<file path="src/rtl/hs_xfer_pkg.sv">
package hs_xfer_pkg;

    typedef struct packed {
        logic tip_n;
        logic ack_n;
    } hs_pins_t;

    typedef enum logic [1:0] {
        HS_EV_NONE,
        HS_EV_MOVE,
        HS_EV_IDLE_ACK,
        HS_EV_RELEASE
    } hs_event_e;

    localparam logic [7:0] SR_RESET_VAL = 8'h00;

    // Classify the handshake pair against its value at the previous edge.
    function automatic hs_event_e hs_classify(hs_pins_t now_p, hs_pins_t prev_p);
        if (!now_p.tip_n) begin
            return (now_p != prev_p) ? HS_EV_MOVE : HS_EV_NONE;
        end
        if (!prev_p.tip_n) begin
            return HS_EV_RELEASE;
        end
        if (now_p.ack_n != prev_p.ack_n) begin
            return HS_EV_IDLE_ACK;
        end
        return HS_EV_NONE;
    endfunction

endpackage

</file>
<file path="src/rtl/hs_irq_delay.sv">
module hs_irq_delay #(
    parameter int DELAY_CYC = 30000
) (
    input  logic clk,
    input  logic rst,
    input  logic sched,
    input  logic immediate,
    output logic fire
);
    localparam int CW = $clog2(DELAY_CYC + 1);

    logic [CW-1:0] cnt_q;

    always_comb begin
        fire = (sched && immediate) || (!sched && cnt_q == CW'(1));
    end

    always_ff @(posedge clk) begin
        if (rst) begin
            cnt_q <= '0;
        end else if (sched) begin
            cnt_q <= immediate ? '0 : CW'(DELAY_CYC);
        end else if (cnt_q != '0) begin
            cnt_q <= cnt_q - CW'(1);
        end
    end
endmodule

</file>
<file path="src/rtl/hs_out_buf.sv">
module hs_out_buf #(
    parameter int DEPTH = 16,
    parameter int AW    = 4,
    parameter int LW    = 5
) (
    input  logic          clk,
    input  logic          rst,
    input  logic          push,
    input  logic [7:0]    push_data,
    input  logic          clear,
    input  logic [AW-1:0] rd_addr,
    output logic [7:0]    rd_data,
    output logic [LW-1:0] count,
    output logic          full
);
    logic [7:0]    mem_q [DEPTH];
    logic [LW-1:0] cnt_q;

    assign count   = cnt_q;
    assign full    = (cnt_q == LW'(DEPTH));
    assign rd_data = mem_q[rd_addr];

    always_ff @(posedge clk) begin
        if (push && !full) begin
            mem_q[cnt_q[AW-1:0]] <= push_data;
        end
    end

    always_ff @(posedge clk) begin
        if (rst || clear) begin
            cnt_q <= '0;
        end else if (push && !full) begin
            cnt_q <= cnt_q + LW'(1);
        end
    end
endmodule

</file>
<file path="src/rtl/hs_in_buf.sv">
module hs_in_buf #(
    parameter int DEPTH = 16,
    parameter int AW    = 4,
    parameter int LW    = 5
) (
    input  logic          clk,
    input  logic          rst,
    input  logic          wr_en,
    input  logic [AW-1:0] wr_addr,
    input  logic [7:0]    wr_data,
    input  logic          commit,
    input  logic [LW-1:0] commit_len,
    input  logic          advance,
    output logic [7:0]    cur_byte,
    output logic          remaining,
    output logic          last
);
    logic [7:0]    mem_q [DEPTH];
    logic [LW-1:0] idx_q;
    logic [LW-1:0] len_q;

    assign remaining = (idx_q < len_q);
    assign last      = ((idx_q + LW'(1)) == len_q);
    assign cur_byte  = mem_q[idx_q[AW-1:0]];

    always_ff @(posedge clk) begin
        if (wr_en) begin
            mem_q[wr_addr] <= wr_data;
        end
    end

    always_ff @(posedge clk) begin
        if (rst) begin
            idx_q <= '0;
            len_q <= '0;
        end else if (commit) begin
            idx_q <= '0;
            len_q <= (commit_len > LW'(DEPTH)) ? LW'(DEPTH) : commit_len;
        end else if (advance) begin
            idx_q <= idx_q + LW'(1);
        end
    end
endmodule

</file>
<file path="src/rtl/hs_shift_engine.sv">
module hs_shift_engine
    import hs_xfer_pkg::*;
#(
    parameter int DEPTH     = 16,
    parameter int DELAY_CYC = 30000,
    localparam int AW = $clog2(DEPTH),
    localparam int LW = $clog2(DEPTH + 1)
) (
    input  logic          clk,
    input  logic          rst,
    input  logic          tip_n,
    input  logic          ack_n,
    output logic          req_n,
    input  logic          dir_host_out,
    input  logic          portb_all_out,
    input  logic          sr_wr,
    input  logic [7:0]    sr_wdata,
    input  logic          sr_rd,
    output logic [7:0]    sr_rdata,
    output logic          sr_irq,
    output logic          byte_done,
    input  logic          in_wr_en,
    input  logic [AW-1:0] in_wr_addr,
    input  logic [7:0]    in_wr_data,
    input  logic          in_commit,
    input  logic [LW-1:0] in_commit_len,
    output logic          out_pkt_valid,
    output logic [LW-1:0] out_pkt_len,
    input  logic [AW-1:0] out_rd_addr,
    output logic [7:0]    out_rd_data
);
    hs_pins_t  pins_now, pins_q;
    hs_event_e ev;
    logic      move_out, move_in, irq_sched, irq_fire;
    logic      out_full, in_remaining, in_last;
    logic [LW-1:0] out_count;
    logic [7:0]    in_byte, sr_q;

    assign pins_now = '{tip_n: tip_n, ack_n: ack_n};

    always_comb begin
        ev        = hs_classify(pins_now, pins_q);
        move_out  = (ev == HS_EV_MOVE) && dir_host_out && !out_full;
        move_in   = (ev == HS_EV_MOVE) && !dir_host_out && in_remaining && !in_commit;
        irq_sched = move_out || move_in || in_commit ||
                    (ev == HS_EV_IDLE_ACK) || (ev == HS_EV_RELEASE);
    end

    hs_out_buf #(.DEPTH(DEPTH), .AW(AW), .LW(LW)) i_out_buf (
        .clk(clk), .rst(rst),
        .push(move_out), .push_data(sr_q),
        .clear(ev == HS_EV_RELEASE),
        .rd_addr(out_rd_addr), .rd_data(out_rd_data),
        .count(out_count), .full(out_full)
    );

    hs_in_buf #(.DEPTH(DEPTH), .AW(AW), .LW(LW)) i_in_buf (
        .clk(clk), .rst(rst),
        .wr_en(in_wr_en), .wr_addr(in_wr_addr), .wr_data(in_wr_data),
        .commit(in_commit), .commit_len(in_commit_len),
        .advance(move_in),
        .cur_byte(in_byte), .remaining(in_remaining), .last(in_last)
    );

    hs_irq_delay #(.DELAY_CYC(DELAY_CYC)) i_irq_delay (
        .clk(clk), .rst(rst),
        .sched(irq_sched), .immediate(portb_all_out),
        .fire(irq_fire)
    );

    always_ff @(posedge clk) begin
        if (rst) begin
            pins_q        <= '{tip_n: 1'b1, ack_n: 1'b1};
            req_n         <= 1'b1;
            sr_q          <= SR_RESET_VAL;
            sr_irq        <= 1'b0;
            byte_done     <= 1'b0;
            out_pkt_valid <= 1'b0;
            out_pkt_len   <= '0;
        end else begin
            pins_q        <= pins_now;
            byte_done     <= move_out || move_in;
            out_pkt_valid <= (ev == HS_EV_RELEASE) && (out_count != '0);
            if (ev == HS_EV_RELEASE && out_count != '0) begin
                out_pkt_len <= out_count;
            end
            if (move_in && in_last) begin
                req_n <= 1'b1;
            end else if (ev == HS_EV_IDLE_ACK) begin
                req_n <= ack_n;
            end else if (ev == HS_EV_RELEASE && in_remaining) begin
                req_n <= 1'b0;
            end
            if (move_in) begin
                sr_q <= in_byte;
            end else if (sr_wr) begin
                sr_q <= sr_wdata;
            end
            if (irq_fire) begin
                sr_irq <= 1'b1;
            end else if (sr_rd) begin
                sr_irq <= 1'b0;
            end
        end
    end

    assign sr_rdata = sr_q;
endmodule

</file>
<file path="config.mk">
export PLATFORM = sky130hd
export DESIGN_NAME = hs_shift_engine
export DESIGN_NICKNAME = d
export VERILOG_FILES = /design/src/rtl/hs_xfer_pkg.sv /design/src/rtl/hs_irq_delay.sv /design/src/rtl/hs_out_buf.sv /design/src/rtl/hs_in_buf.sv /design/src/rtl/hs_shift_engine.sv
export SDC_FILE = /design/constraint.sdc
export NUM_CORES = 1
export LEC_CHECK = 0
export ABC_AREA = 0
export BUFFER_PORTS_ARGS = -buffer_cell sky130_fd_sc_hd__buf_4
export CORE_AREA = 2 2 162 164
export CTS_CLUSTER_DIAMETER = 40
export DETAILED_ROUTE_END_ITERATION = 8
export DIE_AREA = 0 0 164 166
export PLACE_DENSITY = 0.75
export SLEW_MARGIN = 20
export SYNTH_ARGS = -nofsm -noshare
export SYNTH_HDL_FRONTEND = slang
export SYNTH_SLANG_ARGS = --single-unit
</file>
<file path="constraint.sdc">
create_clock -name clk -period 2.7 [get_ports clk]
set_clock_uncertainty 0.15 [all_clocks]
set_input_delay 0.135 -clock clk [delete_from_list [all_inputs] [get_ports clk]]
set_output_delay 0.135 -clock clk [all_outputs]
set_load 0.005 [all_outputs]
</file>
==> impl_metrics.py, run 1 <==
metrics = {
    "timing": {
        "worstMarginPinSlew_ps": 850,
        "maxSlewHeadroom": 0.431,
        "slew_violations": 0,
        "period_needed_ps": 2610,
        "fmax_ghz": 0.384,
        "setup_viol": 0,
        "min_period_over_period": 0.966,
        "fin_setup_tns_ps": 0,
        "hold_violations": 0,
    },
    "final_layout": {
        "final_common_cell": "edfxtp_1",
        "antenna_cells": 0,
        "final_nets": 919,
        "layout_common_cells": "256 x edfxtp_1, 96 x buf_4, 72 x mux4_2, 54 x nor2_1, 52 x dfxtp_1",
        "drive_above_1_share": 0.283,
        "fillers": 1847,
        "final_util": 0.600,
        "multiInputGateArea_um2": 3460,
        "area_growth_pct": 24.3,
        "seqCellArea_um2": 8750,
    },
    "drt": {
        "routedWlPerCell_um": 20.4,
        "avgViaCountPerCell": 5.51,
        "drt-total-wl_um": 25100,
        "num_vias": 6788,
        "drt-initial-drc-count": 548,
        "drt_pass1_iterations": 7,
        "ant_nets": 0,
        "drc": 0,
    },
    "die": {
        "num_io_pins": 64,
        "die_width_um": 164,
        "rows": 59,
        "dieHeight_um": 166,
        "start_util": 0.482,
        "fp.dieArea_um2": 27200,
        "core_area_um2": 25600,
    },
    "min_path": {
        "hp-class": "input pin to flop",
        "whs_path_depth": 4,
        "hp-start": "dir_host_out",
        "min_to": "byte_done",
    },
    "logic_synthesis": {
        "synth_top_flop_cell": "edfxtp_1",
        "ys_types": 50,
        "yosysSeqAreaShare": 0.708,
        "synth-edff-count": 256,
        "avgSynthCellArea_um2": 17.5,
        "yosys_warnings": 0,
        "ys_ff_latch": 309,
        "synthArstFlopShare": 0,
        "synth_cells": 708,
        "syn_nets": 760,
        "syn-cell-area_um2": 12400,
    },
    "job": {
        "drv_cap": 0,
    },
    "placed_design": {
        "gp_congestion": 0.824,
        "place_hpwl_um": 15800,
        "portBuffers": 63,
    },
    "worst_setup_path": {
        "r2r_slack_ps": 90,
        "r2r-start": "i_in_buf.len_q[1]",
        "worstPathMaxFanout": 4,
        "worstSetupPathType": "flop to flop",
        "end_kind": "flop",
        "crit_path_start_kind": "flop",
        "required_ps": 2940,
        "r2r-end": "sr_irq",
        "ff2ff_path_depth": 8,
        "cp.arrival_ps": 2850,
    },
    "clock_network": {
        "htreeDepth": 2,
        "clk_path_buf_depth": 3,
        "cts_setup_buffers": 0,
        "cts.sinks": 309,
        "root_buffer": "clkbuf_16",
        "path_clk_slew_ps": 60,
        "cts_tree": "built",
        "cts_made_buffers": 39,
        "clk_latency_ps": 530,
    },
    "power_and_ir_drop": {
        "p_int_mw": 9.04,
        "vdd_drop_max_v": 0.000579,
        "pwr-share-clk": 0.469,
        "p_sw_mw": 2.41,
        "seqPwrFrac": 0.468,
        "p_leak_nw": 5.35,
        "powerDensity_nw_per_um2": 745,
        "sw_frac_of_total": 0.210,
        "combinationalPowerShare": 0.063,
    },
    "grt": {
        "grt_pass1_wl_um": 39400,
        "grt_max_degree": 33,
        "antenna_found_initial": 0,
        "grt_pass1_vias": 7105,
        "track_usage": 0.190,
        "gr-total-overflow": 0,
    },
    "outcome": {
        "run_status": "complete, no violations",
    },
}
worst max-delay path by stage:
stage	from	to	cells past startpoint
6_report	i_in_buf.len_q[1]	sr_irq	8
4_1_cts	i_in_buf.len_q[1]	sr_irq	8
5_1_grt	i_in_buf.len_q[1]	sr_irq	8
3_3_place_gp	i_in_buf.len_q[1]	i_in_buf.idx_q[4]	8
2_1_floorplan	i_out_buf.count[0]	i_out_buf.mem_q[11][0]	6
3_5_place_dp	i_in_buf.len_q[1]	flop	7
worst max-delay path: stages, from the launching register on:
cell	delay, ps
dfxtp_1	350
inv_1	80
ha_1	280
nor2b_1	140
o2111a_1	270
o32ai_2	370
and4_1	240
a211oi_1	50
dlygate4sd3_1	550
kinds of logic (layout without fill, tap and decap cells):
logic type      after synthesis  after routing  share of synthesized area
mux                          91             91                      0.147
xor+xnor                     21             21                     0.0149
simple gates                161            161                     0.0643
buf+inv                      47            237                     0.0153
compound gates               66             66                     0.0379
fa+ha+maj                    13             13                     0.0132
flops                       309            309                      0.708
layout make-up:
type                    instances  area share
repair buffers                150      0.0840
clock buffers                  48      0.0712
clock inverters                24      0.0192
inverters                      15     0.00366
well taps                     335      0.0273
multi-input cells             352       0.225
flip-flops and latches        309       0.569
sequential cells by signal (all words and copies together) (netlist names), 2 cells and up, named ones only:
register and cells:
pins_q 2, out_pkt_len 5, i_out_buf.mem_q 128, i_in_buf.idx_q 5
i_out_buf.count 5, sr_rdata 8, i_in_buf.len_q 5, i_in_buf.mem_q 128
i_irq_delay.cnt_q 15
power groups by stage:
stage,clock (mW),combinational [mW],sequential (mW)
2_1_floorplan,0,0.409,5.42
3_3_place_gp,0,0.634,5.45
3_5_place_dp,0,0.643,5.46
4_1_cts,5.47,0.716,5.36
5_1_grt,5.68,0.788,5.37
6_report,5.38,0.717,5.36
synthesized netlist by cell type (9+ instances only):
cell | number | share of area
a211oi_1 | 11 | 0.0067
clkbuf_1 | 16 | 0.0049
nor2_1 | 54 | 0.016
nor3_1 | 15 | 0.0061
mux2i_1 | 19 | 0.015
a22oi_1 | 17 | 0.010
inv_1 | 15 | 0.0046
buf_2 | 10 | 0.0040
a21oi_1 | 9 | 0.0036
xnor2_1 | 13 | 0.0092
nand2_1 | 37 | 0.011
dfxtp_1 | 53 | 0.086
edfxtp_1 | 256 | 0.62
ha_1 | 13 | 0.013
mux4_2 | 72 | 0.13
stage by stage:
| stage | instances | cell area (um2) | setup slack [ps] | hold slack (ps) | power, mW |
|---|---|---|---|---|---|
| after floorplan | 708 | 12400 | -6.69 | 83.9 | 5.83 |
| after global placement | 1110 | 13400 | 181 | 210 | 6.08 |
| after detailed placement | 1110 | 13400 | 127 | 211 | 6.10 |
| after CTS | 1233 | 15300 | 10.3 | 31.8 | 11.5 |
| after global routing | 1233 | 15400 | -28.6 | 48.1 | 11.8 |
| final | 1233 | 15400 | 92.5 | 23.4 | 11.5 |
per-layer routing:
metal	vias up	wire, um	global-route usage
met4	0	575	0.0523
met3	40	1300	0.0372
li1	3141	-	-
met2	170	12900	0.326
met5	-	0	0
met1	3437	10400	0.248
repair_timing:
action,CTS,global route
resized for setup,0,5
hold endpoints to repair,209,0
setup endpoints to repair,0,5
hold buffers,51,0
Note: power is estimated with default switching activity, not from simulation.
==> inputs of run 2 (changes only) <==
--- a/config.mk
+++ b/config.mk
@@ -7,11 +7,11 @@
 export LEC_CHECK = 0
 export ABC_AREA = 0
 export BUFFER_PORTS_ARGS = -buffer_cell sky130_fd_sc_hd__buf_4
-export CORE_AREA = 2 2 162 164
+export CORE_AREA = 2 2 179 181
 export CTS_CLUSTER_DIAMETER = 40
 export DETAILED_ROUTE_END_ITERATION = 8
-export DIE_AREA = 0 0 164 166
-export PLACE_DENSITY = 0.75
+export DIE_AREA = 0 0 181 183
+export PLACE_DENSITY = 0.65
 export SLEW_MARGIN = 20
 export SYNTH_ARGS = -nofsm -noshare
 export SYNTH_HDL_FRONTEND = slang
==> run 2 against run 1 <==
Effect of this change: via count fell by 0.85%; largest cell class unchanged; highest routed layer unchanged; design area rose by 0.45%; critical path depth did not move; combinational power barely moved.
==> impl_metrics.py, run 2 (same netlist as run 1, synthesis figures left out) <==
metrics = {
    "outcome": {
        "run_status": "complete, no violations",
    },
    "power_and_ir_drop": {
        "vdd_drop_max_v": 0.000473,
        "fin_total_pwr_mw": 11.4,
        "powerDensity_nw_per_um2": 736,
        "p_leak_nw": 5.34,
    },
    "grt": {
        "grt_pass1_wl_um": 38800,
        "grt_pass1_vias": 6974,
        "gr-total-overflow": 0,
        "grt_max_degree": 33,
        "antenna_found_initial": 0,
        "track_usage": 0.151,
    },
    "worst_setup_path": {
        "max_stage_delay_ps": 570,
        "worstPathMaxFanout": 15,
        "critPathTopFamily": "compound AO/OA/AOI/OAI gates",
        "required_ps": 2990,
        "crit_chain": "inv_1, ha_1, nor2b_1, o2111a_1, o32ai_1, a21o_1, buf_12, mux2i_1",
        "slowest_stage": "o32ai_1",
        "end_kind": "flop",
        "worstSetupPathType": "flop to flop",
        "cp.arrival_ps": 2780,
        "crit_path_start_kind": "flop",
        "critPathBufInv": 2,
    },
    "timing": {
        "setup_viol": 0,
        "setup_slack_ps": 207,
        "fmax_ghz": 0.401,
        "period_needed_ps": 2490,
        "worstMarginPinSlew_ps": 878,
        "min_period_over_period": 0.923,
        "rsz0062_at_grt": "false",
        "whs_ps": 30.4,
        "slew_violations": 0,
        "hold_violations": 0,
        "maxSlewHeadroom": 0.412,
        "fin_setup_tns_ps": 0,
    },
    "clock_network": {
        "root_buffer": "clkbuf_16",
        "cts_tree": "built",
        "cts.sinks": 309,
        "clk_latency_ps": 530,
        "cts_made_buffers": 41,
        "clk_path_buf_depth": 3,
        "htreeDepth": 2,
        "path_clk_slew_ps": 60,
        "cts_setup_buffers": 0,
    },
    "drt": {
        "ant_nets": 0,
        "drc": 0,
        "drt_pass1_iterations": 4,
        "avgViaCountPerCell": 5.16,
        "drt-total-wl_um": 24600,
        "num_vias": 6730,
        "drt-initial-drc-count": 515,
        "routedWlPerCell_um": 18.9,
    },
    "final_layout": {
        "drive_above_1_share": 0.281,
        "top_regs": "i_in_buf.mem_q (128), i_out_buf.mem_q (128), i_irq_delay.cnt_q (15)",
        "final_util": 0.494,
        "area_growth_pct": 24.9,
        "layout_common_cells": "256 x edfxtp_1, 99 x buf_4, 72 x mux4_2, 54 x nor2_1, 52 x dfxtp_1",
        "antenna_cells": 0,
        "final_nets": 923,
        "final_common_cell": "edfxtp_1",
    },
    "die": {
        "die_width_um": 181,
        "core_area_um2": 31200,
        "dieHeight_um": 183,
        "rows": 65,
        "num_io_pins": 64,
        "start_util": 0.396,
        "fp.dieArea_um2": 33100,
    },
    "placed_design": {
        "place_hpwl_um": 15700,
        "place_ws_ps": 127,
        "portBuffers": 63,
        "gp_congestion": 0.766,
    },
    "min_path": {
        "hp-class": "input pin to flop",
    },
    "job": {
        "drv_cap": 0,
    },
}
[run 2: cell count changes in the layout (fill, tap and decap cells not counted), sizes merged]
cell,before,now
clkinv,11,14
dlygate4sd3,51,50
inv,20,19
bufinv,5,3
buf,99,102
clkinvlp,3,6
[run 2: final timing paths]
check / from / end / slack, ps / cells past startpoint
max: i_in_buf.len_q[1] / i_irq_delay.cnt_q[12] / 210 / 8
min: sr_wr / sr_rdata[4] / 30 / 3
max reg2reg: i_in_buf.len_q[1] / i_irq_delay.cnt_q[12] / 210 / 8
min reg2reg: out_pkt_len[2] / out_pkt_len[2] / 340 / 2
[run 2: tightest hold or removal path, cell delays in order]
cell	delay [ps]
buf_4	170
mux2i_1	240
a211oi_1	110
[run 2: report_power, final]
group	total, mW	leakage, nW	internal (mW)	switching, mW
sequential	5.35	2.77	5.27	0.0845
combinational	0.718	1.91	0.373	0.345
clock	5.29	0.656	3.21	2.08
[run 2: through the flow]
step	std cells	cell area, um2
after floorplan	708	12400
after global placement	1180	13500
after detailed placement	1180	13500
after CTS	1305	15400
after global routing	1305	15400
final	1305	15400
[run 2: timing repair]
action,in CTS,in global routing
resized for setup,0,1
hold buffers,50,0
endpoints found under the setup margin,0,2
hold endpoints to repair,209,0
[run 2: layout make-up]
type / instances / area [um2]
Clock buffer: 48 / 1070
Clock inverter: 27 / 309
Fill cell: 2621 / 15800
Inverter: 15 / 56.3
Multi-Input combinational cell: 352 / 3440
Sequential cell: 309 / 8750
Tap cell: 402 / 503
Timing Repair Buffer: 152 / 1300
[run 2: per-layer routing]
layer  track usage  vias up  share of wire
li1              -     3147              -
met1         0.194     3398           0.43
met2         0.264      144           0.51
met3        0.0304       41          0.044
met4        0.0390        0          0.018
met5             0        -              0
